### src/rtl/ssc_pkg.sv
package ssc_pkg;

  typedef enum logic [3:0] {
    S_INIT, S_WAIT, S_DAC_SETUP, S_DAC_WRITE, S_DAC_HOLD, S_TURN,
    S_STORE, S_ADC_START, S_ADC_END, S_CONV, S_CONV_WAIT,
    S_RD_SETUP, S_RD_EN, S_RD_END
  } phase_t;

  typedef struct packed {
    logic dac_cs_n;
    logic dac_ce_n;
    logic adc_cs_n;
    logic adc_ce_n;
    logic adc_rw;
    logic bus_oe;
    logic mem_we;
    logic conv_start;
  } ctl_t;

  // Control word that each phase holds on the pins.
  function automatic ctl_t phase_controls(phase_t p);
    ctl_t c;
    c = '{dac_cs_n: 1'b1, dac_ce_n: 1'b1, adc_cs_n: 1'b1, adc_ce_n: 1'b1,
          adc_rw: 1'b1, bus_oe: 1'b0, mem_we: 1'b0, conv_start: 1'b0};
    case (p)
      S_DAC_SETUP, S_DAC_HOLD: begin
        c.dac_cs_n = 1'b0;
        c.bus_oe   = 1'b1;
      end
      S_DAC_WRITE: begin
        c.dac_cs_n = 1'b0;
        c.dac_ce_n = 1'b0;
        c.bus_oe   = 1'b1;
      end
      S_STORE:     c.mem_we = 1'b1;
      S_ADC_START: begin
        c.adc_cs_n = 1'b0;
        c.adc_ce_n = 1'b0;
        c.adc_rw   = 1'b0;
      end
      S_CONV:      c.conv_start = 1'b1;
      S_RD_SETUP:  c.adc_cs_n = 1'b0;
      S_RD_EN: begin
        c.adc_cs_n = 1'b0;
        c.adc_ce_n = 1'b0;
      end
      default: ;
    endcase
    return c;
  endfunction

  // Phase order within one sampling period.
  function automatic phase_t next_phase(phase_t p, logic tick, logic init_done,
                                        logic done);
    case (p)
      S_INIT:      return init_done ? S_WAIT : S_INIT;
      S_WAIT:      return tick ? S_DAC_SETUP : S_WAIT;
      S_DAC_SETUP: return S_DAC_WRITE;
      S_DAC_WRITE: return S_DAC_HOLD;
      S_DAC_HOLD:  return S_TURN;
      S_TURN:      return S_STORE;
      S_STORE:     return S_ADC_START;
      S_ADC_START: return S_ADC_END;
      S_ADC_END:   return S_CONV;
      S_CONV:      return S_CONV_WAIT;
      S_CONV_WAIT: return done ? S_RD_SETUP : S_CONV_WAIT;
      S_RD_SETUP:  return S_RD_EN;
      S_RD_EN:     return S_RD_END;
      S_RD_END:    return S_WAIT;
      default:     return S_INIT;
    endcase
  endfunction

endpackage

### src/rtl/ssc_init_timer.sv
module ssc_init_timer #(
  parameter int INIT_CYCLES = 4
) (
  input  logic clk,
  input  logic rst_n,
  input  logic active,
  output logic expired
);
  localparam int CW = $clog2(INIT_CYCLES + 1);
  localparam logic [CW-1:0] LAST = CW'(INIT_CYCLES - 1);

  logic [CW-1:0] cnt;

  always_ff @(posedge clk or negedge rst_n) begin
    if (!rst_n)                      cnt <= '0;
    else if (active && cnt != LAST)  cnt <= cnt + 1'b1;
  end

  assign expired = active && (cnt == LAST);

  initial assert (INIT_CYCLES >= 1) else $error("INIT_CYCLES must be at least 1");
endmodule

### src/rtl/ssc_phase_fsm.sv
module ssc_phase_fsm
  import ssc_pkg::*;
(
  input  logic   clk,
  input  logic   rst_n,
  input  logic   sample_tick,
  input  logic   init_done,
  input  logic   conv_done,
  output phase_t phase,
  output phase_t phase_n,
  output logic   in_wait,
  output logic   in_init
);
  assign phase_n = next_phase(phase, sample_tick, init_done, conv_done);
  assign in_wait = (phase == S_WAIT);
  assign in_init = (phase == S_INIT);

  always_ff @(posedge clk or negedge rst_n) begin
    if (!rst_n) phase <= S_INIT;
    else        phase <= phase_n;
  end

  // while the engine is busy the controller holds its place
  assert_hold_for_done_R6: assert property (@(posedge clk) disable iff (!rst_n)
    (phase == S_CONV_WAIT && !conv_done) |=> (phase == S_CONV_WAIT));
endmodule

### src/rtl/ssc_io_regs.sv
module ssc_io_regs
  import ssc_pkg::*;
#(
  parameter int W = 12
) (
  input  logic         clk,
  input  logic         rst_n,
  input  phase_t       phase,
  input  phase_t       phase_n,
  input  logic         in_wait,
  input  logic         sample_tick,
  input  logic         conv_done,
  input  logic [W-1:0] conv_result,
  input  logic [W-1:0] bus_in,
  output ctl_t         ctl_q,
  output logic [W-1:0] bus_word,
  output logic [W-1:0] store_word,
  output logic         overrun
);
  logic [W-1:0] result_q;
  logic         take_result;
  logic         take_sample;
  logic         load_bus;
  logic         adc_reading;

  assign take_result = (phase == S_CONV_WAIT) && conv_done;
  assign take_sample = (phase == S_RD_EN);
  assign load_bus    = (phase_n == S_DAC_SETUP) && (phase != S_DAC_SETUP);

  always_ff @(posedge clk or negedge rst_n) begin
    if (!rst_n) begin
      ctl_q      <= phase_controls(S_INIT);
      result_q   <= '0;
      store_word <= '0;
      bus_word   <= '0;
      overrun    <= 1'b0;
    end else begin
      ctl_q <= phase_controls(phase_n);
      if (take_result) result_q   <= conv_result;
      if (take_sample) store_word <= bus_in;
      if (load_bus)    bus_word   <= result_q;
      if (sample_tick && !in_wait) overrun <= 1'b1;
    end
  end

  assign adc_reading = !ctl_q.adc_cs_n && !ctl_q.adc_ce_n && ctl_q.adc_rw;

  assert_dac_strobe_R2: assert property (@(posedge clk) disable iff (!rst_n)
    !ctl_q.dac_ce_n |-> (!ctl_q.dac_cs_n && ctl_q.bus_oe));
  assert_dac_strobe_single_R2: assert property (@(posedge clk) disable iff (!rst_n)
    !ctl_q.dac_ce_n |=> ctl_q.dac_ce_n);
  assert_store_after_dac_R3: assert property (@(posedge clk) disable iff (!rst_n)
    ctl_q.mem_we |-> ($past(ctl_q.bus_oe, 2) && !ctl_q.bus_oe));
  assert_adc_start_R4: assert property (@(posedge clk) disable iff (!rst_n)
    (!ctl_q.adc_ce_n && !ctl_q.adc_rw) |=> (ctl_q.adc_ce_n && ctl_q.adc_cs_n));
  assert_start_pulse_R5: assert property (@(posedge clk) disable iff (!rst_n)
    ctl_q.conv_start |=> !ctl_q.conv_start);
  assert_bus_turn_R7: assert property (@(posedge clk) disable iff (!rst_n)
    adc_reading |-> (!ctl_q.bus_oe && !$past(ctl_q.bus_oe)));
  assert_overrun_set_R8: assert property (@(posedge clk) disable iff (!rst_n)
    (sample_tick && !in_wait) |=> overrun);
  assert_overrun_sticky_R8: assert property (@(posedge clk) disable iff (!rst_n)
    overrun |=> overrun);
endmodule

### src/rtl/sample_seq_ctrl.sv
module sample_seq_ctrl
  import ssc_pkg::*;
#(
  parameter int W           = 12,
  parameter int INIT_CYCLES = 4
) (
  input  logic         clk,
  input  logic         rst_n,
  input  logic         sample_tick,
  output logic         conv_start,
  input  logic         conv_done,
  input  logic [W-1:0] conv_result,
  output logic         dac_cs_n,
  output logic         dac_ce_n,
  output logic         adc_cs_n,
  output logic         adc_ce_n,
  output logic         adc_rw,
  output logic         bus_oe,
  output logic [W-1:0] bus_out,
  input  logic [W-1:0] bus_in,
  output logic         mem_we,
  output logic [W-1:0] mem_wdata,
  output logic         overrun
);
  phase_t phase;
  phase_t phase_n;
  logic   in_wait;
  logic   in_init;
  logic   init_done;
  ctl_t   ctl_q;

  ssc_init_timer #(.INIT_CYCLES(INIT_CYCLES)) u_init (
    .clk(clk), .rst_n(rst_n), .active(in_init), .expired(init_done)
  );

  ssc_phase_fsm u_fsm (
    .clk(clk), .rst_n(rst_n), .sample_tick(sample_tick),
    .init_done(init_done), .conv_done(conv_done),
    .phase(phase), .phase_n(phase_n), .in_wait(in_wait), .in_init(in_init)
  );

  ssc_io_regs #(.W(W)) u_io (
    .clk(clk), .rst_n(rst_n), .phase(phase), .phase_n(phase_n),
    .in_wait(in_wait), .sample_tick(sample_tick), .conv_done(conv_done),
    .conv_result(conv_result), .bus_in(bus_in), .ctl_q(ctl_q),
    .bus_word(bus_out), .store_word(mem_wdata), .overrun(overrun)
  );

  assign dac_cs_n   = ctl_q.dac_cs_n;
  assign dac_ce_n   = ctl_q.dac_ce_n;
  assign adc_cs_n   = ctl_q.adc_cs_n;
  assign adc_ce_n   = ctl_q.adc_ce_n;
  assign adc_rw     = ctl_q.adc_rw;
  assign bus_oe     = ctl_q.bus_oe;
  assign mem_we     = ctl_q.mem_we;
  assign conv_start = ctl_q.conv_start;

  // nothing is driven during initialization
  assert_init_quiet_R1: assert property (@(posedge clk) disable iff (!rst_n)
    in_init |-> (dac_cs_n && adc_cs_n && !bus_oe && !mem_we && !conv_start));
  // a done pulse outside the engine wait starts no read
  assert_stray_done_R9: assert property (@(posedge clk) disable iff (!rst_n)
    (conv_done && in_wait && !sample_tick) |=> (adc_cs_n && in_wait));
endmodule

### config.mk
export PLATFORM = sky130hd
export DESIGN_NAME = sample_seq_ctrl
export DESIGN_NICKNAME = d
export VERILOG_FILES = /design/src/rtl/ssc_pkg.sv /design/src/rtl/ssc_init_timer.sv /design/src/rtl/ssc_phase_fsm.sv /design/src/rtl/ssc_io_regs.sv /design/src/rtl/sample_seq_ctrl.sv
export SDC_FILE = /design/constraint.sdc
export NUM_CORES = 1
export LEC_CHECK = 0
export ABC_AREA = 1
export BUFFER_PORTS_ARGS = -buffer_cell sky130_fd_sc_hd__buf_2
export CORE_AREA = 2 2 67 69
export CTS_CLUSTER_DIAMETER = 80
export DETAILED_ROUTE_END_ITERATION = 7
export DIE_AREA = 0 0 69 71
export PLACE_DENSITY = 0.81
export SYNTH_ARGS = -nofsm -noshare
export SYNTH_HDL_FRONTEND = slang
export SYNTH_SLANG_ARGS = --single-unit
### constraint.sdc
create_clock -name clk -period 3.05 [get_ports clk]
set_input_delay 0.61 -clock clk [delete_from_list [all_inputs] [get_ports clk]]
set_output_delay 0.61 -clock clk [all_outputs]
set_load 0.01 [all_outputs]
==> results of run 1 <==
cell usage in the layout (no fill, tap or decap):
cell type   n
nand3_2     1
nand3b_1    1
o21ai_1     4
dfstp_2     5
o211ai_1    1
nor2_1      9
clkbuf_8    7
inv_1      22
nand2_1    56
inv_4       1
nand3_4     1
a21oi_1     2
nand2_2     9
a21o_1      1
nand2_4     1
nor3_1      3
ha_1        2
buf_4       1
nor2_4      2
nor2_8      1
o21ai_0    11
dfrtp_1    47
buf_2      60
xor2_1      1
o21ai_2    12
nor2_2      1
nand3_1    15
stage by stage:
| stage | util, % | total power, mW | instance area (um^2) | std cells | setup WS [ns] |
|---|---|---|---|---|---|
| after CTS | 61.6 | 2.70 | 2590 | 329 | 1.48 |
| final | 61.6 | 2.66 | 2590 | 329 | 1.49 |
| after global routing | 61.6 | 2.89 | 2590 | 329 | 1.30 |
| after global placement | 59.3 | 2.23 | 2490 | 322 | 1.44 |
| after detailed placement | 59.3 | 2.28 | 2490 | 322 | 1.43 |
| after floorplan | - | 1.95 | 2200 | 217 | 1.83 |
sequential cells by signal, indices dropped and copies added (netlist names):
name,count
u_io.result_q,12
u_io.bus_word,12
u_io.store_word,12
u_io.overrun,1
u_io.ctl_q,8
u_fsm.phase,4
u_init.cnt,3
cell usage after synthesis:
library cell / instances / area [um^2]
dfstp_2: 5 / 131
nor2_2: 1 / 6.26
dfrtp_1: 47 / 1180
buf_6: 5 / 56.3
o21ai_0: 11 / 55.1
a21o_1: 1 / 7.51
inv_4: 1 / 6.26
nor2_1: 9 / 33.8
ha_1: 2 / 25.0
a21oi_1: 2 / 10.0
o21ai_1: 4 / 20.0
nand2_2: 9 / 56.3
nor2_4: 2 / 22.5
nand2_4: 1 / 11.3
o211ai_1: 1 / 7.51
nor3_1: 3 / 15.0
nand3_4: 1 / 17.5
nand3_2: 1 / 10.0
xor2_1: 1 / 8.76
o21ai_2: 12 / 105
inv_1: 22 / 82.6
nand3b_1: 1 / 7.51
buf_4: 1 / 7.51
nand3_1: 15 / 75.1
nor2_8: 1 / 20.0
buf_2: 1 / 5.00
nand2_1: 56 / 210
clkbuf_8: 1 / 13.8
layout make-up:
type	instances	area (um^2)	area share (%)
repair buffers	61	308	11.9
inverters	23	88.8	3.43
clock buffers	7	96.3	3.72
flip-flops and latches	52	1310	50.5
well taps	52	65.1	2.51
multi-input cells	134	724	28.0
worst reg2reg max path: stages, from the launching register on:
cell,delay [ns]
dfrtp_1,0.49
nand2_1,0.14
inv_1,0.38
nand2_2,0.26
nand2_1,0.13
nand2_1,0.05
path summary, 6_finish.rpt:
kind | depth (start not counted) | slack, ns | to
max | 1 | 1.49 | adc_rw
min | 2 | 0.47 | u_io.store_word[7]
max reg2reg | 5 | 1.50 | u_io.store_word[4]
min reg2reg | 2 | 0.47 | u_io.store_word[7]
max in group asynchronous | 2 | 1.84 | u_io.ctl_q[4]
min in group asynchronous | 1 | 0.48 | u_io.store_word[11]
where the power goes:
group | total, mW | internal, mW | switching [mW]
Clock | 0.409 | 0.202 | 0.207
Sequential | 1.21 | 1.02 | 0.193
Combinational | 1.04 | 0.401 | 0.641
routing by layer:
metal | routed length, um | global-route usage, %
met3 | 269 | 6.41
met5 | 0 | 0
met1 | 1770 | 22.9
met2 | 1890 | 29.1
met4 | 64 | 6.54
kinds of logic after synthesis:
logic type / Yosys count
AOI/OAI and AO/OA: 31
xor gates and xnor gates: 1
adders and majority gates: 2
buffers and inverters: 31
DFF: 52
and+or+nand+nor: 100
==> results.toml, run 1 <==
[clock_tree]
numCtsBuffers = 5
cts_setup_buffers = 0
htree_levels = 2
cts_tree = "built"
cts_sinks = 52
cts_resized = 0
insertion_delay_ns = 0.30
cts_hold_buf = 0
cts-root-buf = "clkbuf_8"
path_clk_slew_ns = 0.08
clock_path_buffers = 2

[floorplanning]
die_x_um = 69
ioPinCount = 61
dieArea_mm2 = 0.00490
rows = 24
die_h_um = 71
coreArea_mm2 = 0.00420
start_util_pct = 52.4

[route]
vias = 1610
totalWireLength_um = 3990
viasPerCell = 4.89
final_antenna_net_count = 0
drt_drc_violations_left = 0
drt-initial-drc-count = 71
drtPass1Iterations = 4
wl_per_cell_um = 12.1

[sta]
skew_ns = 0.00297
fin_hold_ws_ns = 0.471
tightest_slew_ns = 1.03
setup_viol = 0
setup_tns_ns = 0
final.min_clock_period_ns = 1.56
maxSlewHeadroom_pct = 31.2
drv_slew = 0
max_freq_ghz = 0.641
rsz0062_at_grt = "false"
finalHoldViolations = 0
period_share_pct = 51.1

[final_layout]
diodes = 0
n_fill_cell = 371
finalNetCount = 307
area_growth_pct = 17.5
layout-drive-gt1-share_pct = 36.8

[yosys]
muxShareOfSynthArea_pct = 0
syn-num-nets = 247
seq_area_frac_synth_pct = 59.3
synth_compound_area_share_pct = 9.31
synth_area_mm2 = 0.00220
postSynthCellCount = 217
syn-mean-instance-area_um2 = 10.2
yosys_warnings = 0
synth_cell_types = 28
synth_top_family_by_area = "simple AND/OR/NAND/NOR gates"
yosys.area_share.xor_xnor_pct = 0.398
yosys.area_share.simple_pct = 22.0
synth-seq-cells = 52
synthAdderAreaFrac_pct = 1.14

[global_route]
grt-ovfl-total = 0
track_usage_pct = 18.1
grt_pass1_wl_um = 7050
grt_pass1_vias = 1570
antenna_found_initial = 0
grt_start_max_net_pins = 51

[power_and_ir_drop]
p_leak_nw = 1.35
peakVddDrop_mv = 0.498
p_per_area_mw_per_mm2 = 1030

[critical_path]
critPathBufInv = 1
cp-end-kind = "output pin"
critPathArrivalTime_ns = 0.95
cp_slowest_cell = "dfstp_2"
crit_chain = "buf_2"
startpoint_type = "flop"
slowest_delay_ns = 0.53
path_delay_family = "flip-flops"
cp-startpoint = "u_io.ctl_q[3]"
cp_data_required_time_ns = 2.44
path_max_fanout = 1
critical_path_class = "reg -> out"
rr_startpoint = "u_fsm.phase[3]"

[hold_path]
hold_class = "reg -> reg"
hp-start = "u_io.store_word[7]"

[placement]
place.gp.congestion = 0.812
post-dp-hpwl_um = 2810
port_buffers = 60

[status]
status = "completed"

[job]
cap_violations = 0
Power figures use the tool's default switching activity.
==> run 2: changes to the inputs <==
CORE_AREA = 2 2 69 71   (was 2 2 67 69)
DIE_AREA = 0 0 71 73   (was 0 0 69 71)
PLACE_DENSITY = 0.77   (was 0.81)
clock period = 1.5 ns   (was 3.05 ns; I/O delays follow)
==> results.toml, run 2 (synthesized netlist as in run 1, its figures left out) <==
[route]
viasPerCell = 4.74
totalWireLength_um = 3940
final_antenna_net_count = 0
wl_per_cell_um = 11.7
drt-initial-drc-count = 63
drtPass1Iterations = 4
drt_drc_violations_left = 0
vias = 1603

[final_layout]
area_growth_pct = 21.5
stdcell_area_mm2 = 0.00268
final_cell_mix = "buf_2, nand2_1, dfrtp_1"
layout_commonest_cell = "buf_2"
top_regs = "u_io.bus_word x12, u_io.result_q x12, u_io.store_word x12"
finalNetCount = 313
n_fill_cell = 382
seqCellArea_mm2 = 0.00131
diodes = 0
layout-drive-gt1-share_pct = 37.7
finalCoreUtilization_pct = 59.0
multi_input_area_um2 = 724

[clock_tree]
cts-root-buf = "clkbuf_8"
insertion_delay_ns = 0.30
htree_levels = 2
clock_path_buffers = 2
path_clk_slew_ns = 0.09
cts_setup_buffers = 0
cts_hold_buf = 1
cts_sinks = 52
numCtsBuffers = 5
cts_tree = "built"
cts_resized = 0

[sta]
max_freq_ghz = 0.747
period_share_pct = 89.2
finalHoldViolations = 0
rsz0062_at_grt = "false"
skew_ns = 0.00488
setup_viol = 0
setup_tns_ns = 0
drv_slew = 0
final.min_clock_period_ns = 1.34
tightest_slew_ns = 0.497
maxSlewHeadroom_pct = 66.9

[global_route]
grt_start_max_net_pins = 53
track_usage_pct = 16.3
grt_pass1_vias = 1547
grt-ovfl-total = 0
antenna_found_initial = 0
grt_pass1_wl_um = 6640

[hold_path]
hold_class = "in -> reg"
holdPathStages = 3
worstHoldEndpoint = "u_io.result_q[8]"
hp-start = "conv_result[8]"

[floorplanning]
ioPinCount = 61
die_x_um = 71
die_h_um = 73
start_util_pct = 48.6
rows = 25
dieArea_mm2 = 0.00518
coreArea_mm2 = 0.00454

[critical_path]
reg2reg_setup_slack_ns = 0.16
rr_worst_depth = 4
reg2reg_to = "u_init.cnt[0]"
critical_path_class = "reg -> reg"
critPathArrivalTime_ns = 1.52
cp-startpoint = "u_init.cnt[0]"
cp-end-kind = "flop"
startpoint_type = "flop"
cp_data_required_time_ns = 1.68
path_max_fanout = 4
rr_startpoint = "u_init.cnt[0]"

[power_and_ir_drop]
p_leak_nw = 1.39
total_power_mw = 5.57
p_per_area_mw_per_mm2 = 2080
peakVddDrop_mv = 0.914

[job]
cap_violations = 0

[placement]
placed_cell_area_mm2 = 0.00256
port_buffers = 60
post-dp-hpwl_um = 2870
place.gp.congestion = 0.748

[status]
status = "completed"
==> run 2: layer usage <==
metal	vias up	global-route usage, %	wire length [um]	share of wire (%)
met4	0	3.98	38	0.96
li1	816	-	-	-
met2	47	28.8	1840	47
met1	734	20.2	1860	47
met3	6	4.28	212	5.4
met5	-	0	0	0
==> run 2: worst max-delay path by stage <==
stage | end | slack (ns)
6_report | u_init.cnt[0] | 0.16
3_5_place_dp | u_io.bus_word[11] | 0.19
4_1_cts | u_io.bus_word[2] | 0.17
5_1_grt | u_io.bus_word[2] | 0.1
2_1_floorplan | u_init.cnt[0] | 0.28
3_3_place_gp | u_init.cnt[0] | 0.20
==> run 2: final cells by class <==
| cell class | instances | share of cell area [%] |
|---|---|---|
| Tap cell | 54 | 2.52 |
| Inverter | 23 | 3.32 |
| Clock inverter | 2 | 1.31 |
| Clock buffer | 6 | 2.71 |
| Sequential cell | 52 | 48.9 |
| Multi-Input combinational cell | 134 | 27.1 |
| Timing Repair Buffer | 67 | 14.2 |
==> run 2: worst max-delay path, stage by stage, from the launching register on <==
cell and delay (ns):
dfrtp_1 0.40, ha_1 0.21, ha_1 0.19, nand3b_1 0.24
xor2_1 0.19
==> run 2: stage by stage <==
step | worst slack (ns) | cells | hold slack (ns)
after floorplan | 0.277 | 217 | 0.00441
after global placement | 0.195 | 329 | 0.314
after detailed placement | 0.189 | 329 | 0.311
after CTS | 0.172 | 338 | 0.195
after global routing | 0.0962 | 338 | 0.216
final | 0.162 | 338 | 0.202
==> run 2: report_power, final <==
group | internal (mW) | switching [mW]
clock network | 0.495 | 0.421
registers | 2.07 | 0.382
logic | 0.880 | 1.32
